==> src/rtl/serport_pkg.sv <==
package serport_pkg;
  localparam int          LVL_W    = 4;
  localparam logic [31:0] STAT_OFS = 32'h0000_0008;
  localparam int          OVR_BIT  = 7;

  typedef struct packed {
    logic [15:0]      rsvd_hi;
    logic [LVL_W-1:0] rx_lvl;
    logic [LVL_W-1:0] tx_lvl;
    logic             ovr;
    logic             rx_req;
    logic             tx_req;
    logic             busy;
    logic             rx_ne;
    logic             tx_nf;
    logic [1:0]       rsvd_lo;
  } status_t;
endpackage

==> src/rtl/serport_fifo.sv <==
module serport_fifo #(
  parameter  int DEPTH  = 16,
  parameter  int DATA_W = 16,
  localparam int PTR_W  = $clog2(DEPTH),
  localparam int CNT_W  = PTR_W + 1
) (
  input  logic              clk,
  input  logic              rst_n,
  input  logic              push,
  input  logic [DATA_W-1:0] push_data,
  input  logic              pop,
  output logic [DATA_W-1:0] head_data,
  output logic [CNT_W-1:0]  count,
  output logic              full,
  output logic              empty,
  output logic              drop
);
  localparam logic [PTR_W-1:0] LAST_PTR = PTR_W'(DEPTH - 1);
  localparam logic [CNT_W-1:0] FULL_CNT = CNT_W'(DEPTH);

  logic [DATA_W-1:0] mem [DEPTH];
  logic [PTR_W-1:0]  wr_ptr_q, wr_ptr_n;
  logic [PTR_W-1:0]  rd_ptr_q, rd_ptr_n;
  logic [CNT_W-1:0]  cnt_q, cnt_n;
  logic              pop_ok, push_ok;

  assign empty     = (cnt_q == '0);
  assign full      = (cnt_q == FULL_CNT);
  assign pop_ok    = pop && !empty;
  assign push_ok   = push && (!full || pop_ok);
  assign drop      = push && full && !pop_ok;
  assign count     = cnt_q;
  assign head_data = mem[rd_ptr_q];

  always_comb begin
    wr_ptr_n = wr_ptr_q;
    rd_ptr_n = rd_ptr_q;
    cnt_n    = cnt_q;
    if (push_ok) wr_ptr_n = (wr_ptr_q == LAST_PTR) ? '0 : wr_ptr_q + PTR_W'(1);
    if (pop_ok)  rd_ptr_n = (rd_ptr_q == LAST_PTR) ? '0 : rd_ptr_q + PTR_W'(1);
    unique case ({push_ok, pop_ok})
      2'b10:   cnt_n = cnt_q + CNT_W'(1);
      2'b01:   cnt_n = cnt_q - CNT_W'(1);
      default: cnt_n = cnt_q;
    endcase
  end

  always_ff @(posedge clk or negedge rst_n) begin
    if (!rst_n) begin
      wr_ptr_q <= '0;
      rd_ptr_q <= '0;
      cnt_q    <= '0;
    end else begin
      wr_ptr_q <= wr_ptr_n;
      rd_ptr_q <= rd_ptr_n;
      cnt_q    <= cnt_n;
    end
  end

  always_ff @(posedge clk) begin
    if (push_ok) mem[wr_ptr_q] <= push_data;
  end

  // occupancy never exceeds the depth
  a_r2_count_bound: assert property (@(posedge clk) disable iff (!rst_n)
    cnt_q <= FULL_CNT);
  // idle cycle leaves the count alone
  a_r3_idle_hold: assert property (@(posedge clk) disable iff (!rst_n)
    (!push && !pop) |=> $stable(cnt_q));
  // a dropped word leaves the queue full
  a_r7_drop_full: assert property (@(posedge clk) disable iff (!rst_n)
    drop |=> full);
endmodule

==> src/rtl/serport_ovr.sv <==
module serport_ovr #(
  parameter int ADDR_W = 8
) (
  input  logic              clk,
  input  logic              rst_n,
  input  logic              drop,
  input  logic              reg_wr,
  input  logic [ADDR_W-1:0] reg_addr,
  input  logic [31:0]       reg_wdata,
  output logic              ovr
);
  import serport_pkg::*;

  logic clr_req;
  logic ovr_q, ovr_n;

  assign clr_req = reg_wr && (reg_addr == ADDR_W'(STAT_OFS)) && reg_wdata[OVR_BIT];

  always_comb begin
    ovr_n = ovr_q;
    if (drop)         ovr_n = 1'b1;
    else if (clr_req) ovr_n = 1'b0;
  end

  always_ff @(posedge clk or negedge rst_n) begin
    if (!rst_n) ovr_q <= 1'b0;
    else        ovr_q <= ovr_n;
  end

  assign ovr = ovr_q;

  // a drop always leaves the flag set
  a_r7_drop_sets: assert property (@(posedge clk) disable iff (!rst_n)
    drop |=> ovr_q);
  // flag stays set without a clear request
  a_r8_sticky: assert property (@(posedge clk) disable iff (!rst_n)
    (ovr_q && !clr_req) |=> ovr_q);
  // a clear with no drop empties the flag
  a_r8_clear: assert property (@(posedge clk) disable iff (!rst_n)
    (clr_req && !drop) |=> !ovr_q);
endmodule

==> src/rtl/serport_stat.sv <==
module serport_stat #(
  parameter  int CNT_W  = 5,
  parameter  int ADDR_W = 8
) (
  input  logic              clk,
  input  logic              rst_n,
  input  logic              en,
  input  logic              busy,
  input  logic [3:0]        tx_thresh,
  input  logic [3:0]        rx_thresh,
  input  logic [CNT_W-1:0]  tx_cnt,
  input  logic [CNT_W-1:0]  rx_cnt,
  input  logic              tx_full,
  input  logic              rx_empty,
  input  logic              ovr,
  input  logic [ADDR_W-1:0] reg_addr,
  output logic [31:0]       reg_rd_data,
  output logic              irq
);
  import serport_pkg::*;

  status_t          stat_q, stat_n;
  logic [CNT_W-1:0] rx_m1;
  logic             rx_req, tx_req;

  assign rx_m1  = rx_cnt - CNT_W'(1);
  assign rx_req = en && !rx_empty && (rx_m1 >= CNT_W'(rx_thresh));
  assign tx_req = en && (tx_cnt <= CNT_W'(tx_thresh));

  always_comb begin
    stat_n        = '0;
    stat_n.rx_lvl = rx_m1[LVL_W-1:0];
    stat_n.tx_lvl = tx_cnt[LVL_W-1:0];
    stat_n.ovr    = ovr;
    stat_n.rx_req = rx_req;
    stat_n.tx_req = tx_req;
    stat_n.busy   = busy;
    stat_n.rx_ne  = !rx_empty;
    stat_n.tx_nf  = !tx_full;
  end

  always_ff @(posedge clk or negedge rst_n) begin
    if (!rst_n) stat_q <= '0;
    else        stat_q <= stat_n;
  end

  assign reg_rd_data = (reg_addr == ADDR_W'(STAT_OFS)) ? stat_q : '0;
  assign irq         = stat_q.ovr | stat_q.rx_req | stat_q.tx_req;

  // reserved fields stay zero
  a_r12_reserved_zero: assert property (@(posedge clk) disable iff (!rst_n)
    (stat_q.rsvd_hi == '0) && (stat_q.rsvd_lo == '0));
  // disabled port raises no service request
  a_r9_disabled_quiet: assert property (@(posedge clk) disable iff (!rst_n)
    !en |=> (!stat_q.rx_req && !stat_q.tx_req));
  // receive not-empty flag and level encoding agree
  a_r11_ne_level: assert property (@(posedge clk) disable iff (!rst_n)
    (stat_q.rx_ne == 1'b0) |-> (stat_q.rx_lvl == '0 || stat_q.rx_lvl == '1));
endmodule

==> src/rtl/serport_fifo_status.sv <==
module serport_fifo_status #(
  parameter  int DEPTH  = 16,
  parameter  int DATA_W = 16,
  parameter  int ADDR_W = 8,
  localparam int CNT_W  = $clog2(DEPTH) + 1
) (
  input  logic              clk,
  input  logic              rst_n,
  input  logic              en,
  input  logic              busy,
  input  logic [3:0]        tx_thresh,
  input  logic [3:0]        rx_thresh,
  input  logic              tx_wr_en,
  input  logic [DATA_W-1:0] tx_wr_data,
  input  logic              rx_rd_en,
  output logic [DATA_W-1:0] rx_rd_data,
  input  logic              sh_tx_pop,
  output logic [DATA_W-1:0] sh_tx_data,
  input  logic              sh_rx_push,
  input  logic [DATA_W-1:0] sh_rx_data,
  input  logic [ADDR_W-1:0] reg_addr,
  input  logic              reg_wr,
  input  logic [31:0]       reg_wdata,
  output logic [31:0]       reg_rd_data,
  output logic              irq
);
  logic [CNT_W-1:0] tx_cnt, rx_cnt;
  logic             tx_full, tx_empty, tx_drop;
  logic             rx_full, rx_empty, rx_drop;
  logic             ovr;

  serport_fifo #(.DEPTH(DEPTH), .DATA_W(DATA_W)) u_txq (
    .clk, .rst_n,
    .push(tx_wr_en), .push_data(tx_wr_data), .pop(sh_tx_pop),
    .head_data(sh_tx_data), .count(tx_cnt),
    .full(tx_full), .empty(tx_empty), .drop(tx_drop)
  );

  serport_fifo #(.DEPTH(DEPTH), .DATA_W(DATA_W)) u_rxq (
    .clk, .rst_n,
    .push(sh_rx_push), .push_data(sh_rx_data), .pop(rx_rd_en),
    .head_data(rx_rd_data), .count(rx_cnt),
    .full(rx_full), .empty(rx_empty), .drop(rx_drop)
  );

  serport_ovr #(.ADDR_W(ADDR_W)) u_ovr (
    .clk, .rst_n, .drop(rx_drop),
    .reg_wr, .reg_addr, .reg_wdata, .ovr
  );

  serport_stat #(.CNT_W(CNT_W), .ADDR_W(ADDR_W)) u_stat (
    .clk, .rst_n, .en, .busy, .tx_thresh, .rx_thresh,
    .tx_cnt, .rx_cnt, .tx_full, .rx_empty, .ovr,
    .reg_addr, .reg_rd_data, .irq
  );

  // a full transmit queue ignores an unpaired write
  a_r2_tx_full_hold: assert property (@(posedge clk) disable iff (!rst_n)
    (tx_drop && !sh_tx_pop) |=> tx_full);
  // a read of the empty receive queue leaves it empty
  a_r3_empty_read: assert property (@(posedge clk) disable iff (!rst_n)
    (rx_empty && rx_rd_en && !sh_rx_push) |=> rx_empty);
endmodule

==> config.mk <==
export PLATFORM = sky130hd
export DESIGN_NAME = serport_fifo_status
export DESIGN_NICKNAME = d
export VERILOG_FILES = /design/src/rtl/serport_pkg.sv /design/src/rtl/serport_fifo.sv /design/src/rtl/serport_ovr.sv /design/src/rtl/serport_stat.sv /design/src/rtl/serport_fifo_status.sv
export SDC_FILE = /design/constraint.sdc
export NUM_CORES = 1
export LEC_CHECK = 0
export ABC_AREA = 0
export ABC_CLOCK_PERIOD_IN_PS = 10600
export BUFFER_PORTS_ARGS = -buffer_cell sky130_fd_sc_hd__buf_2
export CAP_MARGIN = 30
export CORE_MARGIN = 2
export CORE_UTILIZATION = 50
export DETAILED_ROUTE_END_ITERATION = 16
export PLACE_DENSITY_LB_ADDON = 0.05
export SYNTH_ARGS = -nofsm -noshare
export SYNTH_HDL_FRONTEND = slang
export SYNTH_SLANG_ARGS = --single-unit
==> constraint.sdc <==
create_clock -name clk -period 10.6 [get_ports clk]
set_input_delay 0.53 -clock clk [delete_from_list [all_inputs] [get_ports clk]]
set_output_delay 0.53 -clock clk [all_outputs]
set_load 0.02 [all_outputs]
# Yosys cells after proc, flatten, opt, wreduce, memory -nomap -nowiden
# Memories as Yosys holds them, arrays and structs flattened.
# Cells that the tools add are included.
# totals
inputBits	89
output_inout_bits	65
ram_bits	512
reg_bits	41
n_memories	2
# classes
eq_ne	11
add_sub_neg	8
n_lt_le_gt_ge	2
bitwise_logic	2
mux	13
n_reduce_logical	23
# mem_list
name	depth	width	rd	rd_ports_with_merged_regs	write_ports	line_no	source
u_rxq.mem	16	16	1	0	1	serport_fifo.sv:21	logic [DATA_W-1:0] mem [DEPTH];
u_txq.mem	16	16	1	0	1	serport_fifo.sv:21	
# ops
operator	count
5-bit case mux with 2 select lines	2
4-bit by 1-bit adder with 4-bit output, second input constant	4
4-bit equality test, second input constant	4
16-bit 2-to-1 mux	1
4-bit 2-to-1 mux	4
1-bit logical AND	11
5-bit by 1-bit adder with 5-bit output, second input constant	2
5-bit equality test, second input constant	2
5-bit logical NOT	2
5-bit by 1-bit subtractor with 5-bit output, second input constant	2
8-bit by 4-bit equality test with 1-bit output, second input constant	1
1-bit 2-to-1 mux	6
2-bit nonzero test	3
5-bit by 4-bit greater-or-equal comparator with 1-bit output	1
5-bit by 4-bit <= comparator with 1-bit output	1
1-bit logical NOT	5
2-bit by 1-bit equality test with 1-bit output, second input constant	2
2-bit equality test, second input constant	2
1-bit logical OR	2
1-bit bitwise OR	2

# Longest topological paths before layout
# logic_depth
ltp_word	7
mapped_depth	9
depth_no_buf	9

# Cells and area by module
# Synthesis repeated with hierarchy kept, for this count alone.
# unflattened
hier_cells	1118
hier_area_um2	22073.7
# by_module_without_submodules
module	area_each_um2	seq_area_each_um2	cells_per_inst	n_inst
serport_fifo	10560.1	8012.7	509	2
serport_stat	883.3	350.3	93	1
serport_ovr	70.1	25.0	7	1

# Worst setup path before layout
# No wires, ideal clock.
# synth_path
kind	register -> register
startpoint	register u_rxq.cnt_q[0], in the netlist u_rxq.count[0]
endpoint	memory u_rxq.mem[3][0] (enable)
setup_slack_ns	7.263
n_path_buf	0
arrival_ns	2.907
stages_incl_launch_ff	7
setup_time_ns	0.430
synth_period_minus_slack_ns	3.337
path_cell_list	dfrtp_1 -> inv_1 -> ha_1 -> nor3b_1 -> a21oi_1 -> inv_1 -> nor4_1
# synth_via
elab_chain_len	7
# synth_rtl
item	line_no	source
from (decl)	serport_fifo.sv:24	logic [CNT_W-1:0] cnt_q, cnt_n;
from (signal assigned)	serport_fifo.sv:56	cnt_q <= cnt_n;
5-bit logical NOT	serport_fifo.sv:27	assign empty = (cnt_q == '0);
1-bit logical NOT	serport_fifo.sv:29	assign pop_ok = pop && !empty;
1-bit logical AND	serport_fifo.sv:29	
1-bit logical OR *	serport_fifo.sv:30	assign push_ok = push && (!full || pop_ok);
1-bit logical AND *	serport_fifo.sv:30	
1-bit 2-to-1 mux *	serport_fifo.sv:61	if (push_ok) mem[wr_ptr_q] <= push_data;
1-bit 2-to-1 mux (not written as such) *	serport_fifo.sv:61	
to (decl)	serport_fifo.sv:21	
# Mark *: on every way between the ends. The rest lies on a longest branch, timed or not.

# Worst setup path after layout
# layout_path
startpoint	register u_txq.rd_ptr_q[0]
endpoint	output sh_tx_data[11]
# layout_via
elab_chain_len	1
# layout_rtl
item	line_no	source
from (decl)	serport_fifo.sv:23	logic [PTR_W-1:0] rd_ptr_q, rd_ptr_n;
from (signal assigned)	serport_fifo.sv:55	rd_ptr_q <= rd_ptr_n;
memory read 16 x 16 bit	--	
to (decl)	serport_fifo_status.sv:18	output logic [DATA_W-1:0] sh_tx_data,
# Every way passes these cells.

==> metrics.txt <==
initial antenna violation count 5; mean number of vias per cell 5.56; Most used DFF post-synth edfxtp_1; internal power 4.65 mW; hold_sp busy; class of the worst hold path primary input to register; first-pass GRT wire length 67300 um; NumNets Final 1352; Worst Hold Path EP u_stat.stat_q[4]$_DFF_PN0_; R2R depth 8; critical path's largest stage delay 0.84 ns; final worst path period share 36.4%; CTS H-tree depth 2; Tmin final 3.86 ns; cts repair resizes 0; final wirelength 44800 um; Global Route Usage Sum 20.5%; r2r endpoint u_rxq.mem[11][1]$_DFFE_PP_; Maximum Capacitance Violations 0; area grow syn2layout 15.1%; yosys warns 0; # fillers 3220; root buffer cell clkbuf_16; share of total power in the clock network 29.1%; Inst Count DP 1762; Synth area leader edfxtp_1; initial core utilization 50.7%; postcts setup bufs 0; nature of the critical path endpoint primary output; clock buffer depth 3; Reg clk slew, reported paths 0.06 ns; dominant cells by area after synthesis edfxtp_1 (70%), mux4_2 (13%), dfrtp_1 (4.7%); WS Path Type register to primary output; DR vias 10400; Final Hold Vio Count 0; number of synthesized flops with an enable pin 512; cts hold-fix bufs 1; R2R setup slack 7.76 ns; Core Area 43100 um2; share of cells above drive strength 1 31.2%; post-detailed-route count of antenna-violating nets 0; Setup TNS 0 ns; Worst Tran Pin Value 1.04 ns; combinational share of power 28.7%; site row count 76; Psw 2.07 mW; RSZ-0062 raised after global routing no; die height 213 um; Sw Ratio 30.8%; Slew headroom 30.3%; Startpoint Class register; status complete, no violations; clk sinks 553; worst-skew pair later-pin latency 0.60 ns; die width 213 um; clk_skew 0.00857 ns; crit path DAT 3.33 ns; largest net degree at the start of global routing 69; syn_area_per_cell 20.1 um2; sequential power share 42.2%; Max Clock Freq 259 MHz; end-of-flow core utilization 58.3%; cells after synthesis 1084; required time worst endpoint 10.07 ns; Cell Count, Final, Fillers Out 1871; Critical Path, Cell by Cell buf_4 > mux4_2 > a22oi_1 > nand2_1 > buf_2; Remaining DRCs 0; pwr dens 267 nW/um2; DR iter-0 viols 777; number of global-route vias before repair 10900; hold depth 1; final hold slack 0.0406 ns; HPWL after DPL 25500 um; r2r startpoint u_rxq.count[0]$_DFFE_PN0P_; DR WL/cell 23.9 um; Placer Congestion 0.732; PortBufs 104; most common cell in the synthesized netlist edfxtp_1; Max Slew Vio Count 0; CTS tree built; Seq/Total Area, Yosys 75.2%; CP max-delay cell dfrtp_4; gr ovfl total 0; Peak VDD IR 0.170 mV; Lkg Pwr 8.58 nW; Synth cell types 52; CTS buffer count 56; die area 45300 um2; flops & latches, synth 553; DR pass1 iterations 5; setup violators final 0; asr flop ratio synth 7.41%; critical path fanouts, max 36; cell area after synthesis 21800 um2; post-synth top area share 70.5%; I/O pin cnt 154; top post-synthesis cells by count edfxtp_1 (512), mux4_2 (128), a22oi_1 (64)
## layer usage
layer | up-vias | GRT usage, % | share of wire (%)
met5 | - | 0 | 0.056
met1 | 5382 | 26.7 | 41
met2 | 219 | 35.3 | 51
met3 | 83 | 3.91 | 4.8
met4 | 4 | 6.29 | 2.4
li1 | 4709 | - | -
## power groups by stage
| stage | Sequential, mW | Combinational (mW) | Clock, mW |
|---|---|---|---|
| floorplan | 2.76 | 1.44 | 0 |
| global placement | 2.88 | 1.93 | 0 |
| detailed placement | 2.89 | 1.96 | 0 |
| CTS | 2.84 | 1.96 | 2.00 |
| global route | 2.88 | 2.11 | 2.08 |
| finish | 2.83 | 1.93 | 1.95 |
## registers in the layout (all words and copies together), names as in the netlist
signal          flops
u_rxq.mem         256
u_txq.mem         256
u_stat.stat_q      14
u_rxq.count         5
u_txq.count         5
u_rxq.rd_ptr_q      4
u_rxq.wr_ptr_q      4
u_txq.rd_ptr_q      4
u_txq.wr_ptr_q      4
u_ovr.ovr           1
## cells in the final DEF (no fill, tap or decap), types with 8 or more instances in the layout
master     Yosys  routed
dfrtp_1       41      37
edfxtp_1     512     512
a22oi_1       64      64
clkbuf_16      0      57
a21oi_1       12      12
nand3_1       11      11
ha_1          25      25
nor2_2         0      15
xnor2_1        8       8
nor3_2         0       8
nand2_1       45      45
clkinv_1       0      13
conb_1         1      18
buf_4         18      41
o21ai_0       13      13
mux4_2       128     128
clkinv_2       0       9
and2_1        18      18
clkbuf_1      31      13
inv_1         27      27
buf_2         17     104
nor2_1        27      12
## how the worst max path moves through the flow
stage / from / end / slack, ns / depth (start not counted)
final: u_txq.rd_ptr_q[0]$_DFFE_PN0N_ / sh_tx_data[11] / 6.74 / 5
after global routing: u_txq.rd_ptr_q[0]$_DFFE_PN0N_ / sh_tx_data[11] / 6.43 / 5
after CTS: u_txq.rd_ptr_q[0]$_DFFE_PN0N_ / sh_tx_data[11] / 6.59 / 5
after detailed placement: u_txq.rd_ptr_q[0]$_DFFE_PN0N_ / sh_tx_data[11] / 7.25 / 5
after global placement: u_txq.rd_ptr_q[0]$_DFFE_PN0N_ / sh_tx_data[11] / 7.25 / 5
after floorplan: u_rxq.count[0]$_DFFE_PN0P_ / u_rxq.mem[3][0]$_DFFE_PP_ / 7.26 / 6
## final cells by class
cell class / count / area, um2 / share of cell area, %
Sequential cell: 553 / 16400 / 65.3
Multi-Input combinational cell: 450 / 5140 / 20.5
Clock buffer: 70 / 1480 / 5.87
Timing Repair Buffer: 149 / 908 / 3.62
Tap cell: 585 / 732 / 2.91
Clock inverter: 34 / 345 / 1.37
Inverter: 27 / 101 / 0.403
Antenna cell: 3 / 7.51 / 0.0299
## kinds of logic (layout without fill, tap and decap cells)
kind of cell / Yosys count / after routing / synth area share (%)
compound gates: 109 / 109 / 3.56
xor+xnor: 15 / 15 / 0.602
fa+ha+maj: 26 / 26 / 1.53
buf+inv: 98 / 280 / 2.09
flops: 553 / 553 / 75.2
mux: 136 / 136 / 13.6
other cells: 1 / 21 / 0.0172
simple gates: 146 / 146 / 3.41
## metrics by stage
step / total power [mW] / instance area, um2 / setup slack (ns)
final: 6.72 / 25100 / 6.74
after detailed placement: 4.85 / 23300 / 7.25
after global placement: 4.80 / 23200 / 7.25
after floorplan: 4.20 / 21900 / 7.26
after CTS: 6.80 / 25100 / 6.59
after global routing: 7.06 / 25100 / 6.43
## critical path: cells and delay by family, from the launching register on
kind	cells	cell delay, ns
AOI/OAI and AO/OA	1	0.26
buffers and inverters	2	0.89
DFF	1	0.84
muxes	1	0.60
and+or+nand+nor	1	0.10
Note: power is estimated with default switching activity, not from simulation.
